[src/rtl/mig_coh_pkg.sv]
package mig_coh_pkg;

    typedef enum logic [2:0] {
        LS_INV = 3'd0,
        LS_SHR = 3'd1,
        LS_EXC = 3'd2,
        LS_DRT = 3'd3,
        LS_SH2 = 3'd4,
        LS_MCL = 3'd5,
        LS_MDR = 3'd6
    } line_st_e;

    typedef struct packed {
        logic shared;
        logic migr;
        logic supply;
        logic wb;
    } snp_rsp_t;

    typedef struct packed {
        line_st_e nxt;
        logic     req;
        logic     rdx;
    } proc_res_t;

    typedef struct packed {
        line_st_e nxt;
        snp_rsp_t rsp;
    } snp_res_t;

    // Processor-side transition; other_writer: stored last writer is not this cache
    function automatic proc_res_t proc_next(line_st_e cur, logic wr, logic rs,
                                            logic rm, logic other_writer);
        proc_res_t r;
        r.nxt = cur;
        r.req = 1'b0;
        r.rdx = 1'b0;
        if (!wr) begin
            if (cur == LS_INV) begin
                r.req = 1'b1;
                r.nxt = rm ? LS_MCL : (rs ? LS_SHR : LS_EXC);
            end
        end else begin
            case (cur)
                LS_INV: begin r.req = 1'b1; r.rdx = 1'b1; r.nxt = LS_DRT; end
                LS_SHR: begin r.req = 1'b1; r.rdx = 1'b1; r.nxt = rm ? LS_MDR : LS_DRT; end
                LS_SH2: begin r.req = 1'b1; r.rdx = 1'b1; r.nxt = other_writer ? LS_MDR : LS_DRT; end
                LS_EXC: r.nxt = LS_DRT;
                LS_MCL: r.nxt = LS_MDR;
                default: r.nxt = cur;
            endcase
        end
        return r;
    endfunction

    // Snoop-side transition; writer_ne_src: stored last writer differs from requester
    function automatic snp_res_t snoop_next(line_st_e cur, logic rdx, logic writer_ne_src);
        snp_res_t r;
        r.nxt = cur;
        r.rsp = '0;
        if (cur != LS_INV) begin
            if (rdx) begin
                r.nxt = LS_INV;
                if (cur == LS_DRT || cur == LS_MDR) begin
                    r.rsp.supply = 1'b1;
                    r.rsp.wb     = 1'b1;
                end
                if (cur == LS_SH2) r.rsp.migr = writer_ne_src;
            end else begin
                case (cur)
                    LS_SHR: r.rsp.shared = 1'b1;
                    LS_EXC: begin r.nxt = LS_SH2; r.rsp.shared = 1'b1; end
                    LS_DRT: begin
                        r.nxt = LS_SH2;
                        r.rsp.shared = 1'b1;
                        r.rsp.supply = 1'b1;
                        r.rsp.wb     = 1'b1;
                    end
                    LS_SH2: begin r.nxt = LS_SHR; r.rsp.shared = 1'b1; end
                    LS_MCL: begin r.nxt = LS_INV; r.rsp.migr = 1'b1; end
                    LS_MDR: begin
                        r.nxt = LS_INV;
                        r.rsp.migr   = 1'b1;
                        r.rsp.supply = 1'b1;
                        r.rsp.wb     = 1'b1;
                    end
                    default: r.nxt = cur;
                endcase
            end
        end
        return r;
    endfunction

endpackage

[src/rtl/mig_line_array.sv]
module mig_line_array
    import mig_coh_pkg::*;
#(
    parameter int unsigned NLINES = 8,
    parameter int unsigned ID_W   = 2,
    localparam int unsigned IDX_W = (NLINES > 1) ? $clog2(NLINES) : 1
) (
    input  logic             clk,
    input  logic             rst,
    input  logic             s_we,
    input  logic [IDX_W-1:0] s_idx,
    input  line_st_e         s_st,
    input  logic             p_we,
    input  logic             p_wr_we,
    input  logic [IDX_W-1:0] p_idx,
    input  line_st_e         p_st,
    input  logic [ID_W-1:0]  p_writer,
    output line_st_e         s_cur,
    output logic [ID_W-1:0]  s_writer,
    output line_st_e         p_cur,
    output logic [ID_W-1:0]  p_cur_writer
);
    line_st_e        st_q   [NLINES];
    logic [ID_W-1:0] wrid_q [NLINES];

    for (genvar i = 0; i < NLINES; i++) begin : g_line
        always_ff @(posedge clk) begin
            if (rst) begin
                st_q[i]   <= LS_INV;
                wrid_q[i] <= '0;
            end else begin
                if (s_we && s_idx == IDX_W'(i))
                    st_q[i] <= s_st;
                else if (p_we && p_idx == IDX_W'(i))
                    st_q[i] <= p_st;
                if (p_wr_we && p_idx == IDX_W'(i))
                    wrid_q[i] <= p_writer;
            end
        end
    end

    always_comb begin
        s_cur        = st_q[s_idx];
        s_writer     = wrid_q[s_idx];
        p_cur        = st_q[p_idx];
        p_cur_writer = wrid_q[p_idx];
    end
endmodule

[src/rtl/mig_proc_path.sv]
module mig_proc_path
    import mig_coh_pkg::*;
#(
    parameter int unsigned ID_W  = 2,
    parameter int unsigned MY_ID = 0
) (
    input  logic            go,
    input  logic            wr,
    input  line_st_e        cur,
    input  logic [ID_W-1:0] cur_writer,
    input  logic            rs,
    input  logic            rm,
    input  logic [ID_W-1:0] fill_writer,
    output line_st_e        nxt,
    output logic            req,
    output logic            rdx,
    output logic            st_we,
    output logic            wr_we,
    output logic [ID_W-1:0] new_writer
);
    localparam logic [ID_W-1:0] SELF = ID_W'(MY_ID);
    proc_res_t res;

    always_comb begin
        res        = proc_next(cur, wr, rs, rm, cur_writer != SELF);
        nxt        = res.nxt;
        req        = go && res.req;
        rdx        = go && res.rdx;
        st_we      = go;
        wr_we      = go && (wr || cur == LS_INV);
        new_writer = wr ? SELF : fill_writer;
    end
endmodule

[src/rtl/mig_snoop_path.sv]
module mig_snoop_path
    import mig_coh_pkg::*;
#(
    parameter int unsigned ID_W = 2
) (
    input  logic            go,
    input  logic            rdx,
    input  line_st_e        cur,
    input  logic [ID_W-1:0] cur_writer,
    input  logic [ID_W-1:0] src,
    output line_st_e        nxt,
    output snp_rsp_t        rsp,
    output logic            st_we
);
    snp_res_t res;

    always_comb begin
        res   = snoop_next(cur, rdx, cur_writer != src);
        nxt   = res.nxt;
        rsp   = go ? res.rsp : '0;
        st_we = go;
    end
endmodule

[src/rtl/mig_coh_ctrl.sv]
module mig_coh_ctrl
    import mig_coh_pkg::*;
#(
    parameter int unsigned NLINES = 8,
    parameter int unsigned ID_W   = 2,
    parameter int unsigned MY_ID  = 0,
    localparam int unsigned IDX_W = (NLINES > 1) ? $clog2(NLINES) : 1
) (
    input  logic             clk,
    input  logic             rst,
    input  logic             proc_valid,
    input  logic             proc_wr,
    input  logic [IDX_W-1:0] proc_idx,
    input  logic             resp_shared,
    input  logic             resp_migr,
    input  logic [ID_W-1:0]  fill_writer,
    input  logic             snp_valid,
    input  logic             snp_rdx,
    input  logic [IDX_W-1:0] snp_idx,
    input  logic [ID_W-1:0]  snp_src,
    output logic             proc_done,
    output logic             bus_req,
    output logic             bus_cmd,
    output logic             snp_shared,
    output logic             snp_migr,
    output logic             snp_supply,
    output logic             snp_wb,
    output logic [2:0]       line_state
);
    line_st_e        s_cur, p_cur, s_nxt, p_nxt;
    logic [ID_W-1:0] s_writer, p_writer, p_new_writer;
    logic            s_we, p_we, p_wr_we;
    snp_rsp_t        rsp;
    logic            collide;

    // Snoop wins a same-line collision; the access is retried by the requester
    assign collide   = proc_valid && snp_valid && (proc_idx == snp_idx);
    assign proc_done = proc_valid && !collide;

    mig_line_array #(.NLINES(NLINES), .ID_W(ID_W)) u_lines (
        .clk(clk), .rst(rst),
        .s_we(s_we), .s_idx(snp_idx), .s_st(s_nxt),
        .p_we(p_we), .p_wr_we(p_wr_we), .p_idx(proc_idx), .p_st(p_nxt),
        .p_writer(p_new_writer),
        .s_cur(s_cur), .s_writer(s_writer),
        .p_cur(p_cur), .p_cur_writer(p_writer)
    );

    mig_proc_path #(.ID_W(ID_W), .MY_ID(MY_ID)) u_proc (
        .go(proc_done), .wr(proc_wr), .cur(p_cur), .cur_writer(p_writer),
        .rs(resp_shared), .rm(resp_migr), .fill_writer(fill_writer),
        .nxt(p_nxt), .req(bus_req), .rdx(bus_cmd),
        .st_we(p_we), .wr_we(p_wr_we), .new_writer(p_new_writer)
    );

    mig_snoop_path #(.ID_W(ID_W)) u_snoop (
        .go(snp_valid), .rdx(snp_rdx), .cur(s_cur), .cur_writer(s_writer),
        .src(snp_src), .nxt(s_nxt), .rsp(rsp), .st_we(s_we)
    );

    assign snp_shared = rsp.shared;
    assign snp_migr   = rsp.migr;
    assign snp_supply = rsp.supply;
    assign snp_wb     = rsp.wb;
    assign line_state = p_cur;
endmodule

[config.mk]
export PLATFORM = sky130hd
export DESIGN_NAME = mig_coh_ctrl
export DESIGN_NICKNAME = d
export VERILOG_FILES = /design/src/rtl/mig_coh_pkg.sv /design/src/rtl/mig_line_array.sv /design/src/rtl/mig_proc_path.sv /design/src/rtl/mig_snoop_path.sv /design/src/rtl/mig_coh_ctrl.sv
export SDC_FILE = /design/constraint.sdc
export NUM_CORES = 1
export LEC_CHECK = 0
export BUFFER_PORTS_ARGS = -buffer_cell sky130_fd_sc_hd__buf_4
export CELL_PAD_IN_SITES_DETAIL_PLACEMENT = 2
export CELL_PAD_IN_SITES_GLOBAL_PLACEMENT = 2
export CORE_ASPECT_RATIO = 0.75
export CORE_MARGIN = 2
export CORE_UTILIZATION = 40
export DETAILED_ROUTE_END_ITERATION = 8
export PLACE_DENSITY = 0.78
export SYNTH_ARGS = -nofsm -noshare
export SYNTH_HDL_FRONTEND = slang
export SYNTH_HIERARCHICAL = 1
export SYNTH_SLANG_ARGS = --single-unit
[constraint.sdc]
create_clock -name clk -period 3.6 [get_ports clk]
set_clock_uncertainty 0.15 [all_clocks]
set_input_delay 0.18 -clock clk [delete_from_list [all_inputs] [get_ports clk]]
set_output_delay 0.18 -clock clk [all_outputs]
set_load 0.005 [all_outputs]
==> results.cfg, run 1 <==
[grt]
grt_pass1_vias = 2502
overflow = 0
grt_pass1_wl_um = 15350
antenna_found_initial = 0
grt_max_degree = 32
grt_usage_pct = 24.93

[die]
die-area_mm2 = 0.008223
die_y_um = 79.04
core-area_mm2 = 0.007297
die_w_um = 104.0
ios = 28
start_util_pct = 41.15
rows = 27

[worst_setup_path]
cp.arrival_ps = 2870
reg2reg_from = u_lines/st_q[3][1]
slowest_delay_ps = 510
cp.required_ps = 3480
cp_max_fo = 10
cp-startpoint = u_lines/st_q[3][1]
path_class = flip-flop to flip-flop
crit_buf_inv = 0
path_cells = mux4_2 > mux2_4 > or4_1 > o31a_1 > and4b_1 > nand3_1 > o21ai_0
cp_top_family = simple AND/OR/NAND/NOR gates
endpoint_kind = flip-flop
startpoint_type = flip-flop
cpMaxStageDelayCell = mux4_2

[yosys]
ys_types = 53
syn-cell-area_mm2 = 0.003003
yosysWarnings = 6
yosysSeqAreaShare_pct = 40.00
syn-num-nets = 283
netlist_instances = 265
syn_area_per_cell_um2 = 11.33
ys_seq_elements = 40

[layout]
syn_to_final_growth_pct = 9.708
fin_util_pct = 45.15
drive_above_1_share_pct = 24.91
n_antenna_cell = 0
fin_nets = 294

[clock_network]
insertion_delay_ps = 300
cts_resized = 0
cts-buffers-inserted = 5
clkTransAtPathRegs_ps = 90
cts_root_buffer = clkbuf_8
cts_tree = yes
htreeDepth = 2
clock_path_buffers = 2
cts.sinks = 40
cts_hold_buf = 0
postCtsSetupBuffers = 0

[routing]
antenna_left = 0
firstDrtPassIters = 4
drt_iter0_drc = 210
routed_via_density = 6.429
drc = 0
vias = 2430
routedWlPerCell_um = 26.25
totalWireLength_um = 9922

[timing]
tightest_slew_ps = 917.5
fmax_mhz = 334.0
fin_setup_tns_ps = 0
slew_violations = 0
hold_viol_final = 0
fin_crit_sh_pct = 83.17
period_needed_ps = 2994
setup_viol = 0
slew_headroom_pct = 38.06
rsz0062_at_grt = no

[job]
cap_violations = 0

[power]
leakage_nw = 1.224
max-vdd-ir-drop_v = 0.0001611
power_density_mw_per_mm2 = 374.3

[placed_design]
port_buffers = 27
place_congestion = 0.8224
dp_hpwl_um = 7176

[min_path]
hp-start = rst
worstHoldPathType = input port to flip-flop

[status]
status = complete, no violations
-- cell families after synthesis --
kind of cell | Yosys count | synth area share (%)
AOI/OAI and AO/OA | 43 | 9.626
xor gates and xnor gates | 8 | 2.333
buffers and inverters | 33 | 6.458
DFF | 40 | 40.00
muxes | 30 | 20.87
and+or+nand+nor | 111 | 20.71
-- area by class of cell --
type	instances	area [µm²]
tap	101	126.4
clock buffer	5	68.82
sequential	40	1201
multi-input combinational	192	1608
inverter	8	30.03
clock inverter	3	42.54
timing repair buffer	29	217.7
fill	751	4003
-- state kept, by name (all words and copies together) (netlist names) --
| register | cells |
|---|---|
| u_lines/st_q | 24 |
| u_lines/wrid_q | 16 |
-- cells in the final DEF (no fill, tap or decap), drive strengths merged, types with 2 or more instances in the layout --
cell and n:
and4b 4, clkinv 2, nand2 31, nor4 4, nor3 9, xor2 4, nor3b 4, mux2 10
o311ai 2, nand4 4, nor2 13, mux4 20, nand2b 3, clkbuf 5, a21oi 4, o31a 2
edfxtp 40, o32ai 3, xnor2 4, inv 8, nand4b 3, nand4bb 3, nand3 20, buf 29
and2b 4, o22ai 12, nor2b 2, o21ai 12
-- final timing paths --
kind                     endpoint  slack (ps)  cells past startpoint
max            u_lines/st_q[2][0]         610                      7
min          u_lines/wrid_q[4][0]         160                      2
max reg2reg    u_lines/st_q[2][0]         610                      7
min reg2reg    u_lines/st_q[5][1]        1200                      5
-- synth_stat cells, drive strengths merged --
cell type	count	share of area (%)
edfxtp	40	40
nand2	31	4.0
mux4	20	16
nand3	20	3.3
buf	16	4.3
nor2	13	1.6
o21ai	12	2.0
o22ai	12	2.5
mux2	10	5.0
clkbuf	9	1.1
nor3	9	1.5
inv	8	1.0
a21oi	4	0.79
and2b	4	1.0
and4b	4	1.4
nand4	4	0.83
nor3b	4	1.0
nor4	4	0.83
xnor2	4	1.2
xor2	4	1.2
nand2b	3	0.63
nand4b	3	0.88
nand4bb	3	1.3
o32ai	3	0.88
nor2b	2	0.42
o311ai	2	0.58
o31a	2	0.58
a211o	1	0.33
a211oi	1	0.25
a21bo	1	0.33
a41oi	1	0.29
and3	1	0.21
and3b	1	0.29
and4bb	1	0.42
o211ai	1	0.25
o21a	1	0.25
o31ai	1	0.25
o32a	1	0.33
or2	1	0.21
or3b	1	0.29
or4	1	0.25
or4b	1	0.33
-- per-stage QoR --
stage	setup WS (ps)	total power, mW	cell area [µm²]	std cells	hold slack, ps
floorplan	815.0	0.7624	3003	265	243.2
global placement	638.0	0.8446	3183	370	455.8
detailed placement	543.8	0.8563	3183	370	465.7
CTS	629.7	1.239	3294	378	143.1
global route	573.4	1.286	3294	378	163.0
finish	605.8	1.233	3294	378	156.8
-- where the power goes --
group / internal, mW / switching [mW]
Clock: 0.206 / 0.178
Combinational: 0.127 / 0.164
Sequential: 0.538 / 0.0204
Total: 0.871 / 0.362
-- per-layer routing --
metal	track usage, %	up-vias	share of wire, %
met4	4.054	0	0.63
met3	3.612	7	6.4
met2	38.88	104	44
met1	37.61	1260	48
met5	0	-	0
li1	-	1059	-
Note: power is estimated with default switching activity, not from simulation.
==> run 2: changes to the inputs <==
--- a/config.mk
+++ b/config.mk
@@ -10,9 +10,9 @@
 export CELL_PAD_IN_SITES_GLOBAL_PLACEMENT = 2
 export CORE_ASPECT_RATIO = 0.75
 export CORE_MARGIN = 2
-export CORE_UTILIZATION = 40
+export CORE_UTILIZATION = 36
 export DETAILED_ROUTE_END_ITERATION = 8
-export PLACE_DENSITY = 0.78
+export PLACE_DENSITY = 0.74
 export SYNTH_ARGS = -nofsm -noshare
 export SYNTH_HDL_FRONTEND = slang
 export SYNTH_HIERARCHICAL = 1
==> constraint.sdc (replaced) <==
create_clock -name clk -period 2.4 [get_ports clk]
set_clock_uncertainty 0.15 [all_clocks]
set_input_delay 0.12 -clock clk [delete_from_list [all_inputs] [get_ports clk]]
set_output_delay 0.12 -clock clk [all_outputs]
set_load 0.005 [all_outputs]
==> run 2 against run 1 <==
The flow now finishes with violations (negative setup slack); critical path type unchanged; power rose by 54%; combinational power is 120% higher; die area is 11% higher; largest cell class unchanged; highest routed layer unchanged; sequential power is 50% higher.
==> results.cfg, run 2 (synthesis results as in run 1) <==
[timing]
fin_crit_sh_pct = 119.6
hold_viol_final = 0
fin_setup_tns_ps = -11410
slew_violations = 0
setup_ws_ps = -471.0
fmax_mhz = 348.3
tightest_slew_ps = 492.9
slew_headroom_pct = 67.14
period_needed_ps = 2871
rsz0062_at_grt = yes
setup_viol = 60

[routing]
firstDrtPassIters = 4
drc = 0
totalWireLength_um = 11500
routed_via_density = 6.365
antenna_left = 0
vias = 2667
drt_iter0_drc = 222
routedWlPerCell_um = 27.45

[die]
die_y_um = 83.10
core-area_mm2 = 0.007988
ios = 28
die-area_mm2 = 0.009096
start_util_pct = 37.59
die_w_um = 109.5
rows = 28

[grt]
overflow = 0
grt_pass1_wl_um = 17260
antenna_found_initial = 0
grt_max_degree = 15
grt_pass1_vias = 2733
grt_usage_pct = 25.95

[placed_design]
dp_hpwl_um = 8211
place_congestion = 0.8614
port_buffers = 27

[status]
violations = negative setup slack
status = finished with violations

[layout]
largest_reg_flops = 24
layout_commonest_cell = buf_4
largest-register = u_lines/st_q
syn_to_final_growth_pct = 31.04
fillers = 797
drive_above_1_share_pct = 53.50
final_cell_mix = buf_4 (58), edfxtp_1 (40), nand2_1 (17), mux4_2 (16), nand2_2 (13)
fin_nets = 332
biggestRegsByFlops = u_lines/st_q x24, u_lines/wrid_q x16
seqCellArea_mm2 = 0.001201
multi_input_area_mm2 = 0.001933
n_antenna_cell = 0

[min_path]
hp-start = proc_idx[1]
worstHoldPathType = input port to flip-flop

[worst_setup_path]
reg2reg_from = u_lines/st_q[6][1]
endpoint_kind = flip-flop
crit_buf_inv = 0
cp.arrival_ps = 2760
path_cells = mux4_2 > mux2_4 > or4_4 > o31a_1 > and4b_2 > nand2_1 > o22ai_1
cpMaxStageDelayCell = mux4_2
slowest_delay_ps = 540
path_class = flip-flop to flip-flop
cp.required_ps = 2290
cp-startpoint = u_lines/st_q[6][1]
r2r_slack_ps = -470
startpoint_type = flip-flop
cp_top_family = simple AND/OR/NAND/NOR gates
cp_max_fo = 4

[clock_network]
htreeDepth = 2
cts-buffers-inserted = 5
clkTransAtPathRegs_ps = 80
clock_path_buffers = 2
cts_hold_buf = 0
cts.sinks = 40
cts_tree = yes
insertion_delay_ps = 300
cts_root_buffer = clkbuf_8

[power]
power_density_mw_per_mm2 = 483.7
leakage_nw = 1.448
p_total_mw = 1.903
max-vdd-ir-drop_v = 0.0002352

[job]
cap_violations = 0
[run 2: layer usage]
| layer | share of wire [%] | wire (µm) | vias to the layer above | GRT usage [%] |
|---|---|---|---|---|
| met4 | 1.5 | 174 | 0 | 6.559 |
| met3 | 6.7 | 770 | 12 | 3.611 |
| met1 | 46 | 5241 | 1411 | 39.30 |
| li1 | - | - | 1134 | - |
| met2 | 46 | 5316 | 110 | 38.89 |
| met5 | 0 | 0 | - | 0 |
[run 2: what timing repair did]
action                                  in CTS  in global routing
resized for setup                           45                 36
setup buffers                                5                  3
pin swaps                                   14                 11
endpoints found under the setup margin      60                 62
[run 2: power breakdown]
part | switching [mW] | internal (mW) | total (mW) | leakage (nW)
registers | 0.0313 | 0.807 | 0.838 | 0.417
logic | 0.334 | 0.294 | 0.628 | 0.992
clock network | 0.245 | 0.192 | 0.437 | 0.0391
[run 2: path summary, 6_finish.rpt]
kind | endpoint | depth (start not counted)
worst max register to register | u_lines/st_q[7][0] | 7
worst min-delay path | u_lines/wrid_q[0][1] | 2
worst max-delay path | u_lines/st_q[7][0] | 7
worst min register to register | u_lines/wrid_q[3][0] | 6
[run 2: worst register-to-register path: stages, from the launching register on]
cell	delay [ps]
edfxtp_1	490
mux4_2	540
mux2_4	310
or4_4	520
o31a_1	150
and4b_2	290
nand2_1	90
o22ai_1	90
[run 2: cell type report]
type                            count  area share, %
Clock inverter                      2         0.1908
Timing Repair Buffer               67          14.31
Inverter                            8         0.7631
Tap cell                          105          3.339
Clock buffer                        5          1.749
Multi-Input combinational cell    192          49.13
Sequential cell                    40          30.52
[run 2: metrics by stage]
stage | instance area [µm²] | hold slack, ps | utilization [%] | setup slack (ps) | instances
floorplan | 3044 | 123.2 | - | -262.0 | 265
global placement | 3501 | 381.0 | 43.83 | -356.1 | 408
detailed placement | 3501 | 384.6 | 43.83 | -451.0 | 408
CTS | 3775 | 115.8 | 47.26 | -294.1 | 419
global route | 3935 | 130.7 | 49.26 | -497.1 | 419
finish | 3935 | 132.8 | 49.26 | -471.0 | 419
==> run 3: changes to the inputs <==
--- a/config.mk
+++ b/config.mk
@@ -6,11 +6,11 @@
 export NUM_CORES = 1
 export LEC_CHECK = 0
 export BUFFER_PORTS_ARGS = -buffer_cell sky130_fd_sc_hd__buf_4
-export CELL_PAD_IN_SITES_DETAIL_PLACEMENT = 2
-export CELL_PAD_IN_SITES_GLOBAL_PLACEMENT = 2
+export CELL_PAD_IN_SITES_DETAIL_PLACEMENT = 0
+export CELL_PAD_IN_SITES_GLOBAL_PLACEMENT = 1
 export CORE_ASPECT_RATIO = 0.75
 export CORE_MARGIN = 2
-export CORE_UTILIZATION = 36
+export CORE_UTILIZATION = 43
 export DETAILED_ROUTE_END_ITERATION = 8
 export PLACE_DENSITY = 0.74
 export SYNTH_ARGS = -nofsm -noshare
==> run 3 against run 2 <==
The flow still finishes with violations (negative setup slack); fmax up 6.4%; die area down 16%; via count down 4.8%; sequential power about the same; wire length down 22%; first-iteration DRC count unchanged; final cell count down 5.7%; register-to-register slack better by 170 ps; power up 9.4%; setup slack better by 170 ps; non-clock buffer count down 3; critical path depth unchanged; critical endpoint is now u_lines/st_q[3][0]; largest power group unchanged; highest routed layer unchanged.
==> results.cfg, run 3 (synthesis results as in run 1) <==
[power]
power_density_mw_per_mm2 = 537.3
max-vdd-ir-drop_v = 0.0002759
leakage_nw = 1.461

[worst_setup_path]
cp.required_ps = 2290
endpoint_kind = flip-flop
cp.arrival_ps = 2590
path_class = flip-flop to flip-flop
startpoint_type = flip-flop
cp_max_fo = 4

[min_path]
worstHoldPathType = input port to flip-flop

[routing]
totalWireLength_um = 8916
vias = 2539
routed_via_density = 6.428
routedWlPerCell_um = 22.57
drt_iter0_drc = 222
antenna_left = 0
firstDrtPassIters = 5
drc = 0

[clock_network]
clock_path_buffers = 2
cts_root_buffer = clkbuf_8
htreeDepth = 2
cts_hold_buf = 0
clkTransAtPathRegs_ps = 80
cts-buffers-inserted = 5
cts_tree = yes
cts.sinks = 40
insertion_delay_ps = 300

[job]
cap_violations = 0

[layout]
drive_above_1_share_pct = 51.45
fin_nets = 329
syn_to_final_growth_pct = 29.08
multi_input_area_mm2 = 0.001884
seqCellArea_mm2 = 0.001201
stdcell_count = 395
largest-register = u_lines/st_q
layout_commonest_cell = buf_4
final_cell_mix = buf_4 (55), edfxtp_1 (40), mux4_2 (16), nand3_1 (16)
fillers = 565
biggestRegsByFlops = u_lines/st_q x24, u_lines/wrid_q x16
n_antenna_cell = 0
largest_reg_flops = 24

[grt]
overflow = 0
grt_pass1_wl_um = 13810
grt_pass1_vias = 2359
grt_usage_pct = 23.90
grt_max_degree = 20
antenna_found_initial = 0

[placed_design]
dp_cells = 382
port_buffers = 27
place_congestion = 0.8948
dpl_worst_slack_ps = -269.1
dp_hpwl_um = 6451

[die]
start_util_pct = 44.17
core-area_mm2 = 0.006799
die_y_um = 76.37
ios = 28
rows = 26
die_w_um = 100.5
die-area_mm2 = 0.007675

[timing]
fmax_mhz = 370.6
fin_crit_sh_pct = 112.4
slew_headroom_pct = 53.78
rsz0062_at_grt = yes
slew_violations = 0
hold_viol_final = 0
setup_viol = 51
tightest_slew_ps = 684.4
setup_ws_ps = -298.0
period_needed_ps = 2698

[status]
status = finished with violations
violations = negative setup slack
-- run 3: cell types whose count changed in the layout (fill, tap and decap cells not counted), moves of 4 or more --
cell	previous run	this run
nand3_1	11	16
nand3_2	7	2
nor2_1	9	5
nor4_1	0	4
-- run 3: path summary, 6_finish.rpt --
check	start	end	slack, ps	depth (start not counted)
worst max register to register	u_lines/st_q[6][1]	u_lines/st_q[3][0]	-300	7
worst min register to register	u_lines/st_q[5][1]	u_lines/st_q[4][1]	1240	5
worst max-delay path	u_lines/st_q[6][1]	u_lines/st_q[3][0]	-300	7
worst min-delay path	rst	u_lines/wrid_q[4][1]	120	2
-- run 3: layout make-up --
cell class	instances	area share, %
clock buffer	5	1.775
multi-input combinational	192	48.61
clock inverter	2	1.549
sequential	40	30.99
inverter	8	0.7747
timing repair buffer	64	13.59
tap	84	2.711
-- run 3: what timing repair did --
| item | CTS | global route |
|---|---|---|
| gates resized for setup | 36 | 45 |
| buffers inserted | 4 | 4 |
| endpoints found under the setup margin | 56 | 62 |
| pin swaps | 13 | 12 |
-- run 3: layer usage --
metal / GRT usage, % / share of wire, % / vias up
met5: 0 / 0 / -
met4: 4.110 / 1.0 / 0
met3: 6.239 / 9.7 / 16
met2: 32.62 / 43 / 132
met1: 38.34 / 46 / 1257
li1: - / - / 1134
-- run 3: worst max-delay path, cell delays in order (launching register included) --
cell and delay, ps:
edfxtp_1 430, mux4_2 480, mux2_4 300, or4_4 520
o31a_1 140, and4b_2 270, nand3_1 80, o21ai_1 80
-- run 3: metrics by stage --
step	hold WS [ps]	area [µm²]	setup TNS, ps	utilization (%)	power, mW
finish	120.4	3876	-6937	57.01	2.083
global route	120.8	3876	-10310	57.01	2.164
CTS	92.96	3684	-5075	54.18	2.036
detailed placement	375.8	3412	-5035	50.18	1.334
global placement	377.3	3412	-4231	50.18	1.327
floorplan	123.2	3044	-2339	-	1.156
-- run 3: power by group --
part	switching [mW]	total (mW)	internal, mW
Clock	0.251	0.661	0.410
Combinational	0.296	0.586	0.290
Sequential	0.0290	0.836	0.807
Total	0.577	2.08	1.51
